### src/rtl/phase_bank_pkg.sv
package phase_bank_pkg;
  localparam int NUM_ACC  = 3;
  localparam int MODE_ADR = 1;

  // mode register bit that controls accumulator k: 0->2, 1->0, 2->1
  function automatic int mode_bit_of(input int k);
    return (k + 2) % NUM_ACC;
  endfunction
endpackage

### src/rtl/phase_mode_reg.sv
module phase_mode_reg
  import phase_bank_pkg::*;
#(
  parameter int ADR_W = 4
) (
  input  logic               clk,
  input  logic               rst,
  input  logic               wr_en,
  input  logic [ADR_W-1:0]   wr_addr,
  input  logic [NUM_ACC-1:0] wr_data,
  output logic [NUM_ACC-1:0] abs_mode
);
  logic [NUM_ACC-1:0] raw_q;
  logic               hit;

  assign hit = wr_en && (wr_addr == ADR_W'(MODE_ADR));

  always_ff @(posedge clk) begin
    if (rst)      raw_q <= '1;
    else if (hit) raw_q <= wr_data;
  end

  for (genvar k = 0; k < NUM_ACC; k++) begin : g_map
    assign abs_mode[k] = raw_q[mode_bit_of(k)];
  end

  // other addresses do not disturb the modes
  p_ignore_addr_r6: assert property (@(posedge clk) disable iff (rst)
    !(wr_en && wr_addr == ADR_W'(MODE_ADR)) |=> $stable(abs_mode));

  // modes come out of reset as all absolute
  p_reset_abs_r1: assert property (@(posedge clk) disable iff (rst)
    $past(rst) |-> (abs_mode == '1));
endmodule

### src/rtl/phase_accum.sv
module phase_accum #(
  parameter int AW = 32,
  parameter int PW = 16
) (
  input  logic          clk,
  input  logic          rst,
  input  logic [AW-1:0] freq,
  input  logic          cmd_valid,
  input  logic [PW-1:0] cmd_value,
  input  logic          abs_mode,
  output logic [PW-1:0] phase_o
);
  localparam int SH = AW - PW;

  logic [AW-1:0] acc_q, off_q, acc_d, off_d, sum_d;

  always_comb begin
    acc_d = acc_q + freq;
    off_d = off_q;
    if (cmd_valid) begin
      off_d = {cmd_value, {SH{1'b0}}};
      if (abs_mode) acc_d = '0;
    end
    sum_d = acc_d + off_d;
  end

  always_ff @(posedge clk) begin
    if (rst) begin
      acc_q   <= '0;
      off_q   <= '0;
      phase_o <= '0;
    end else begin
      acc_q   <= acc_d;
      off_q   <= off_d;
      phase_o <= sum_d[AW-1:SH];
    end
  end

  // absolute command appears exactly at the output
  p_abs_exact_r3: assert property (@(posedge clk) disable iff (rst)
    ($past(!rst) && $past(cmd_valid && abs_mode)) |-> (phase_o == $past(cmd_value)));

  // restart from zero, then one frequency step
  p_restart_r5: assert property (@(posedge clk) disable iff (rst)
    ($past(!rst, 2) && $past(cmd_valid && abs_mode, 2) && !$past(cmd_valid))
      |-> (phase_o == PW'(({$past(cmd_value, 2), {SH{1'b0}}} + $past(freq)) >> SH)));

  // output is zero straight out of reset
  p_reset_zero_r1: assert property (@(posedge clk) disable iff (rst)
    $past(rst) |-> (phase_o == '0));
endmodule

### src/rtl/phase_bank.sv
module phase_bank
  import phase_bank_pkg::*;
#(
  parameter int AW    = 32,
  parameter int PW    = 16,
  parameter int ADR_W = 4
) (
  input  logic                   clk,
  input  logic                   rst,
  input  logic                   cfg_we,
  input  logic [ADR_W-1:0]       cfg_addr,
  input  logic [NUM_ACC-1:0]     cfg_data,
  input  logic [NUM_ACC*AW-1:0]  freq_word,
  input  logic [NUM_ACC-1:0]     ph_valid,
  input  logic [NUM_ACC*PW-1:0]  ph_value,
  output logic [NUM_ACC*PW-1:0]  phase_out
);
  logic [NUM_ACC-1:0] abs_mode;

  phase_mode_reg #(.ADR_W(ADR_W)) u_mode (
    .clk      (clk),
    .rst      (rst),
    .wr_en    (cfg_we),
    .wr_addr  (cfg_addr),
    .wr_data  (cfg_data),
    .abs_mode (abs_mode)
  );

  for (genvar k = 0; k < NUM_ACC; k++) begin : g_acc
    phase_accum #(.AW(AW), .PW(PW)) u_acc (
      .clk       (clk),
      .rst       (rst),
      .freq      (freq_word[k*AW +: AW]),
      .cmd_valid (ph_valid[k]),
      .cmd_value (ph_value[k*PW +: PW]),
      .abs_mode  (abs_mode[k]),
      .phase_o   (phase_out[k*PW +: PW])
    );
  end
endmodule

### config.mk
export PLATFORM = sky130hd
export DESIGN_NAME = phase_bank
export DESIGN_NICKNAME = d
export VERILOG_FILES = /design/src/rtl/phase_bank_pkg.sv /design/src/rtl/phase_mode_reg.sv /design/src/rtl/phase_accum.sv /design/src/rtl/phase_bank.sv
export SDC_FILE = /design/constraint.sdc
export NUM_CORES = 1
export LEC_CHECK = 0
export ABC_AREA = 1
export BUFFER_PORTS_ARGS = -buffer_cell sky130_fd_sc_hd__clkbuf_2
export CAP_MARGIN = 10
export CORE_ASPECT_RATIO = 1.25
export CORE_MARGIN = 5
export CORE_UTILIZATION = 40
export DETAILED_ROUTE_END_ITERATION = 8
export PLACE_DENSITY_LB_ADDON = 0.08
export SLEW_MARGIN = 25
export SYNTH_ARGS = -nofsm -noshare
export SYNTH_HDL_FRONTEND = slang
export SYNTH_HIERARCHICAL = 1
export SYNTH_SLANG_ARGS = --single-unit
### constraint.sdc
create_clock -name clk -period 3.58 [get_ports clk]
set_input_delay 0.358 -clock clk [delete_from_list [all_inputs] [get_ports clk]]
set_output_delay 0.358 -clock clk [all_outputs]
set_load 0.02 [all_outputs]
==> run_results.csv, run 1 <==
group,metric,value,unit
grt,grt_pass1_vias,19500,
sta,fin_crit_sh,95.8,%
setup_path,startpoint_type,"register",
setup_path,crit_type,"register to register",
setup_path,arrival,3.94,ns
placed_design,dp_slack,-0.169,ns
yosys,yosys-top-cells-area,"dfxtp_1 (26%), nand2_1 (14%), ha_1 (12%)",
grt,antenna_found_initial,3,
yosys,syn_area,18700,sq um
sta,rsz0062_at_grt,"yes",
die,design.core.area,46200,sq um
run_status,status,"finished, final reports clean",
route,dr.pass1.iters,5,
placed_design,placed_cells,3824,
layout,layout_commonest_cell,"nand2_1",
route,drc,0,
sta,worst_slack,0.150,ns
layout,layout_common_cells,"nand2_1 (655), nor2_1 (347), inv_1 (339)",
yosys,async_flop_share,0,%
layout,fin_cells,3893,
pwr,p_leak,11.8,nW
route,antenna_left,0,
setup_path,worst_ep_required_time,4.09,ns
pwr,p_total,9.98,mW
setup_path,startpoint,"g_acc[0].u_acc/acc_q[0]",
route,wire_per_inst,16.3,microns
yosys,netlist.area_leader.share,26.0,%
job,drv_cap,0,
pwr,seqPwrFrac,30.2,%
setup_path,regToRegSetupSlack,0.15,ns
pwr,switchingPower,3.58,mW
route,drt_iter0_drc,1013,
die,rows,88,
grt,use_met2,43.2,%
route,num_vias,20000,
layout,nets,3624,
placed_design,place.gp.congestion,0.919,
pwr,peakVddDrop,0.404,mV
grt,overflow,0,
pwr,power_density,422,nW/um^2
layout,area_delta_synth_final,26.6,%
yosys,yosysTopAreaCell,"dfxtp_1",
sta,slew_headroom,55.5,%
die,die_w,203,microns
setup_path,worstReg2RegStart,"g_acc[0].u_acc/acc_q[0]",
pwr,clock_power_share,33.9,%
sta,finalHoldViolCount,0,
clock_network,clk_pin_slew_worst_paths,0.06,ns
die,num_io_pins,205,
setup_path,path_max_fanout,4,
layout,multi_input_area,13000,sq um
sta,tightest_slew,0.667,ns
yosys,synthFlopType,"dfxtp_1",
grt,grt-busiest-layer,"met2",
yosys,syn_avg_cell_area,6.46,sq um
pwr,internal-power,6.41,mW
clock_network,insertion_delay,0.59,ns
worst_hold_path,holdPathStages,3,
pwr,pwr-share-comb,35.8,%
clock_network,clock_path_buffers,3,
layout,fill_cells,4865,
clock_network,cts_tree,"done",
die,dieHeight,252,microns
grt,grtUsageMet1,29.5,%
sta,setup_viol,0,
setup_path,r2r_cells,23,
placed_design,place_hpwl,51600,microns
setup_path,end_kind,"register",
setup_path,critPathCapture,"g_acc[0].u_acc/phase_o[15]",
yosys,synth.net_count,3239,
layout,postLayoutCoreUtil,51.2,%
die,initial_core_util,40.4,%
yosys,syn_inst,2896,
yosys,synth-edff-count,0,
sta,finalCriticalPeriod,3.43,ns
yosys,synth_cell_types,59,
setup_path,rr_endpoint,"g_acc[0].u_acc/phase_o[15]",
clock_network,numCtsBuffers,30,
clock_network,clockRootBuffer,"clkbuf_16",
sta,maxSlewViolCount,0,
layout,layout-drive-gt1-share,23.6,%
grt,grt_pass1_wl,99500,microns
yosys,synth_seq_cells,243,
sta,clock_skew,0.0229,ns
yosys,synth_warnings,6,
placed_design,io_buffers,204,
route,vias_per_cell,5.14,
layout,seq_area,4860,sq um
worst_hold_path,hold_path.class,"input pin to register",
clock_network,cts_max_level,1,
grt,grt_start_max_net_pins,94,
grt,grtUsageTotal,23.9,%
yosys,seq_area_frac_synth,26.0,%
clock_network,cts_num_sinks,243,
route,wirelength,63600,microns
grt,grt_util_met3,2.84,%
pwr,swShare,35.8,%
die,die_area,51200,sq um
sta,max_freq,0.292,GHz
[power by group through the flow]
| stage | Sequential (mW) | Clock, mW | Combinational, mW |
|---|---|---|---|
| finish | 3.02 | 3.39 | 3.58 |
| global route | 3.04 | 3.61 | 3.97 |
| CTS | 3.02 | 3.50 | 3.35 |
| detailed placement | 3.07 | 0 | 3.33 |
| global placement | 3.08 | 0 | 3.31 |
| floorplan | 3.16 | 0 | 1.98 |
[metal layers]
layer  vias up  share of wire (%)
met5         -                  0
met4         0                3.2
met3        99                3.8
met2       373                 49
met1      9143                 44
li1      10400                  -
[cells by family (layout without fill, tap and decap cells)]
logic type      after synthesis  in the layout  share of synthesized area (%)
flops                       243            243                           26.0
other cells                   0              3                              0
fa+ha+maj                   186            186                           12.6
compound gates              555            555                           17.3
simple gates               1480           1480                           34.8
buf+inv                     416            825                           8.56
xor+xnor                     16             16                          0.749
[cell type report]
class / count / share of cell area [%]
multi-input cells: 2237 / 55.0
flip-flops and latches: 243 / 20.5
repair buffers: 410 / 11.0
inverters: 359 / 5.69
clock buffers: 46 / 3.85
well taps: 585 / 3.09
clock inverters: 10 / 0.787
diodes: 3 / 0.0317
[state kept, by name, summed over array words and instances (netlist names)]
register and cells:
g_acc.u_acc/acc_q 96, u_mode/raw_q 3, g_acc.u_acc/off_q 96, g_acc.u_acc/phase_o 48
[stage by stage]
stage          hold slack (ns)  instance area [sq um]  TNS [ns]
2_1_floorplan            0.416                  18700         0
4_1_cts                0.00114                  22800         0
5_1_grt                 0.0301                  23700    -0.293
6_report                0.0343                  23700         0
3_5_place_dp             0.426                  21700     -1.22
3_3_place_gp             0.425                  21700    -0.407
[worst min-delay path by stage]
stage                                        start                       end  slack [ns]
after floorplan           g_acc[0].u_acc/off_q[10]  g_acc[0].u_acc/off_q[10]        0.42
after global placement     g_acc[1].u_acc/off_q[6]   g_acc[1].u_acc/off_q[6]        0.42
after detailed placement   g_acc[0].u_acc/off_q[9]   g_acc[0].u_acc/off_q[9]        0.43
after CTS                             ph_value[29]  g_acc[1].u_acc/off_q[29]       0.001
after global routing                  ph_value[37]  g_acc[2].u_acc/off_q[21]        0.03
final                                 ph_value[29]  g_acc[1].u_acc/off_q[29]        0.03
[cell usage after synthesis (6+ instances only)]
cell type,count
inv_1,345
o21ai_1,12
nand3_2,22
nand2_1,676
nor2_2,17
xnor2_1,13
ha_1,183
clkbuf_1,25
a21o_1,26
nand3_1,85
o21a_1,16
nand4_1,25
o21bai_1,20
nor4_1,41
nand2_2,42
nor2_1,392
a211oi_1,14
dfxtp_1,243
nand3b_1,7
a21boi_0,7
nor3_1,129
nor3_2,6
inv_2,12
a21oi_2,16
or2_1,9
buf_1,21
o21ai_2,7
a31oi_1,19
o21ai_0,105
a21oi_1,286
[worst max-delay path: stages (launching register included)]
cell     delay, ns
dfxtp_1       0.30
ha_1          0.20
fa_1          0.39
nand2_1       0.10
nand2_1       0.07
o21ai_2       0.08
inv_2         0.07
a21oi_4       0.21
inv_2         0.08
a21oi_4       0.20
o21ai_2       0.08
nand2_1       0.07
nand2_1       0.08
nor2_2        0.14
ha_1          0.30
a21oi_1       0.22
o21ai_0       0.13
a21oi_1       0.14
nand2_1       0.08
a21oi_1       0.12
nand2_1       0.08
nand3_1       0.08
nand2_1       0.05
nor2_1        0.09
[timing repair]
item	in CTS	in global routing
setup buffers	0	8
gates resized for setup	0	223
endpoints found under the setup margin	0	47
hold endpoints to repair	2	0
hold buffers	2	0
(Power assumes the default switching activity.)
==> inputs of run 2 (changes only) <==
==> constraint.sdc (replaced) <==
create_clock -name clk -period 3.58 [get_ports clk]
set_input_delay 0.179 -clock clk [delete_from_list [all_inputs] [get_ports clk]]
set_output_delay 0.179 -clock clk [all_outputs]
set_load 0.02 [all_outputs]
==> run_results.csv, run 2 (synthesized netlist as in run 1, its figures left out) <==
group,metric,value,unit
sta,final.setup.tns,0,ns
route,vias_per_cell,5.15,
setup_path,r2r_cells,23,
clock_network,numCtsBuffers,30,
clock_network,clockRootBuffer,"clkbuf_16",
route,drt_iter0_drc,977,
setup_path,end_kind,"register",
layout,layout-drive-gt1-share,19.2,%
grt,overflow,0,
route,wire_per_inst,16.5,microns
layout,fin_area,23000,sq um
sta,worst_slack,0.187,ns
run_status,status,"finished, final reports clean",
job,drv_cap,0,
route,routed.top_layer,"met5",
layout,top_regs,"g_acc.u_acc/acc_q (96), g_acc.u_acc/off_q (96), g_acc.u_acc/phase_o (48)",
placed_design,place_hpwl,50400,microns
die,die_area,51200,sq um
sta,maxSlewViolCount,0,
sta,setup_viol,0,
layout,postLayoutCoreUtil,49.7,%
layout,area_delta_synth_final,22.9,%
sta,finalHoldViolCount,0,
die,dieHeight,252,microns
sta,slew_headroom,52.9,%
sta,tightest_slew,0.706,ns
clock_network,clk_pin_slew_worst_paths,0.06,ns
die,die_w,203,microns
setup_path,arrival,3.87,ns
route,dr.pass1.iters,5,
layout,nets,3533,
setup_path,startpoint_type,"register",
die,initial_core_util,40.4,%
sta,clock_skew,0.0236,ns
route,wirelength,62500,microns
sta,fin_crit_sh,94.8,%
die,num_io_pins,205,
route,route.met3.wl,2270,microns
grt,grt_start_max_net_pins,100,
route,antenna_left,0,
layout,fill_cells,4872,
die,design.core.area,46200,sq um
sta,max_freq,0.295,GHz
route,drc,0,
sta,rsz0062_at_grt,"yes",
grt,grt_pass1_wl,97700,microns
die,rows,88,
setup_path,worst_ep_required_time,4.05,ns
pwr,peakVddDrop,0.380,mV
pwr,power_density,411,nW/um^2
placed_design,io_buffers,204,
route,met1_length,27200,microns
setup_path,path_max_fanout,4,
setup_path,rr_endpoint,"g_acc[1].u_acc/phase_o[15]",
clock_network,insertion_delay,0.58,ns
route,num_vias,19500,
placed_design,dp_slack,-0.0925,ns
setup_path,worstReg2RegStart,"g_acc[1].u_acc/acc_q[0]",
placed_design,place.gp.congestion,0.878,
setup_path,startpoint,"g_acc[1].u_acc/acc_q[0]",
grt,antenna_found_initial,3,
grt,grt_pass1_vias,19100,
route,routed-wl-met2,31700,microns
setup_path,crit_type,"register to register",
setup_path,critPathCapture,"g_acc[1].u_acc/phase_o[15]",
placed_design,placedInstanceArea,20600,sq um
worst_hold_path,hold_path.class,"input pin to register",
setup_path,regToRegSetupSlack,0.19,ns
grt,grtUsageTotal,23.4,%
clock_network,cts_max_level,1,
layout,layout_common_cells,"nand2_1 (657), nor2_1 (363), inv_1 (342)",
sta,whs,0.0322,ns
placed_design,placed_cells,3684,
layout,layout_commonest_cell,"nand2_1",
clock_network,cts_tree,"done",
layout,fin_cells,3797,
sta,finalCriticalPeriod,3.39,ns
pwr,p_total,9.44,mW
clock_network,cts_num_sinks,243,
pwr,p_leak,11.3,nW
clock_network,clock_path_buffers,3,
-- run 2: cell count changes in the layout (fill, tap and decap cells not counted), moves of 4 or more --
| cell | previous run | this run |
|---|---|---|
| a21oi_2 | 49 | 45 |
| ha_4 | 10 | 14 |
| nor2_1 | 347 | 363 |
| dlygate4sd3_1 | 2 | 54 |
| nor2_2 | 58 | 39 |
| o21ai_0 | 75 | 82 |
| clkbuf_8 | 8 | 4 |
| ha_1 | 166 | 159 |
| buf_4 | 202 | 60 |
| o21ai_1 | 35 | 30 |
| clkinv_2 | 1 | 5 |
-- run 2: worst min-delay path by stage --
stage                                       start                      end  slack, ns  cells past startpoint
after floorplan                               rst          u_mode/raw_q[0]       0.31                      2
after global placement    g_acc[2].u_acc/off_q[3]  g_acc[2].u_acc/off_q[3]       0.42                      2
after detailed placement  g_acc[2].u_acc/off_q[2]  g_acc[2].u_acc/off_q[2]       0.43                      2
after CTS                             ph_valid[0]  g_acc[0].u_acc/off_q[2]       0.01                      2
after global routing                  ph_valid[0]  g_acc[0].u_acc/off_q[3]       0.03                      2
final                                 ph_valid[0]  g_acc[0].u_acc/off_q[3]       0.03                      2
-- run 2: layout make-up --
| cell class | count | area, sq um | area share [%] |
|---|---|---|---|
| multi-input cells | 2237 | 13000 | 56.6 |
| flip-flops and latches | 243 | 4860 | 21.2 |
| diodes | 2 | 5.00 | 0.0218 |
| clock inverters | 10 | 131 | 0.571 |
| inverters | 359 | 1350 | 5.86 |
| well taps | 585 | 732 | 3.18 |
| repair buffers | 319 | 2040 | 8.86 |
| clock buffers | 42 | 857 | 3.73 |
-- run 2: critical path: stages (launching register included) --
cell	delay, ns
dfxtp_1	0.32
ha_4	0.16
fa_2	0.35
nand3_1	0.09
nand2_2	0.07
inv_2	0.08
nor2_4	0.04
nor2_4	0.18
o21bai_4	0.13
nand2_4	0.10
nand2_4	0.08
nor2_4	0.11
nor3_2	0.06
ha_1	0.36
nand2_2	0.10
buf_4	0.12
o21ai_0	0.08
a21oi_1	0.15
nand2_2	0.12
buf_4	0.16
nand3_1	0.07
nand4_1	0.15
a21oi_1	0.15
nor2_1	0.05
-- run 2: timing repair --
| action | CTS | global route |
|---|---|---|
| hold buffers | 54 | 0 |
| buffers inserted | 0 | 5 |
| endpoints found under the setup margin | 5 | 46 |
| pin swaps | 2 | 41 |
| hold endpoints to repair | 49 | 0 |
| gates resized for setup | 6 | 198 |
-- run 2: power breakdown --
part | leakage, nW | switching, mW | internal, mW
clock | 0.486 | 1.25 | 1.87
combinational | 8.77 | 2.14 | 1.18
sequential | 2.00 | 0.0891 | 2.93
-- run 2: layer usage --
layer | global-route usage, % | up-vias
met3 | 2.62 | 66
met2 | 44.0 | 350
met1 | 28.5 | 8917
li1 | - | 10200
met5 | 0 | -
met4 | 5.48 | 2
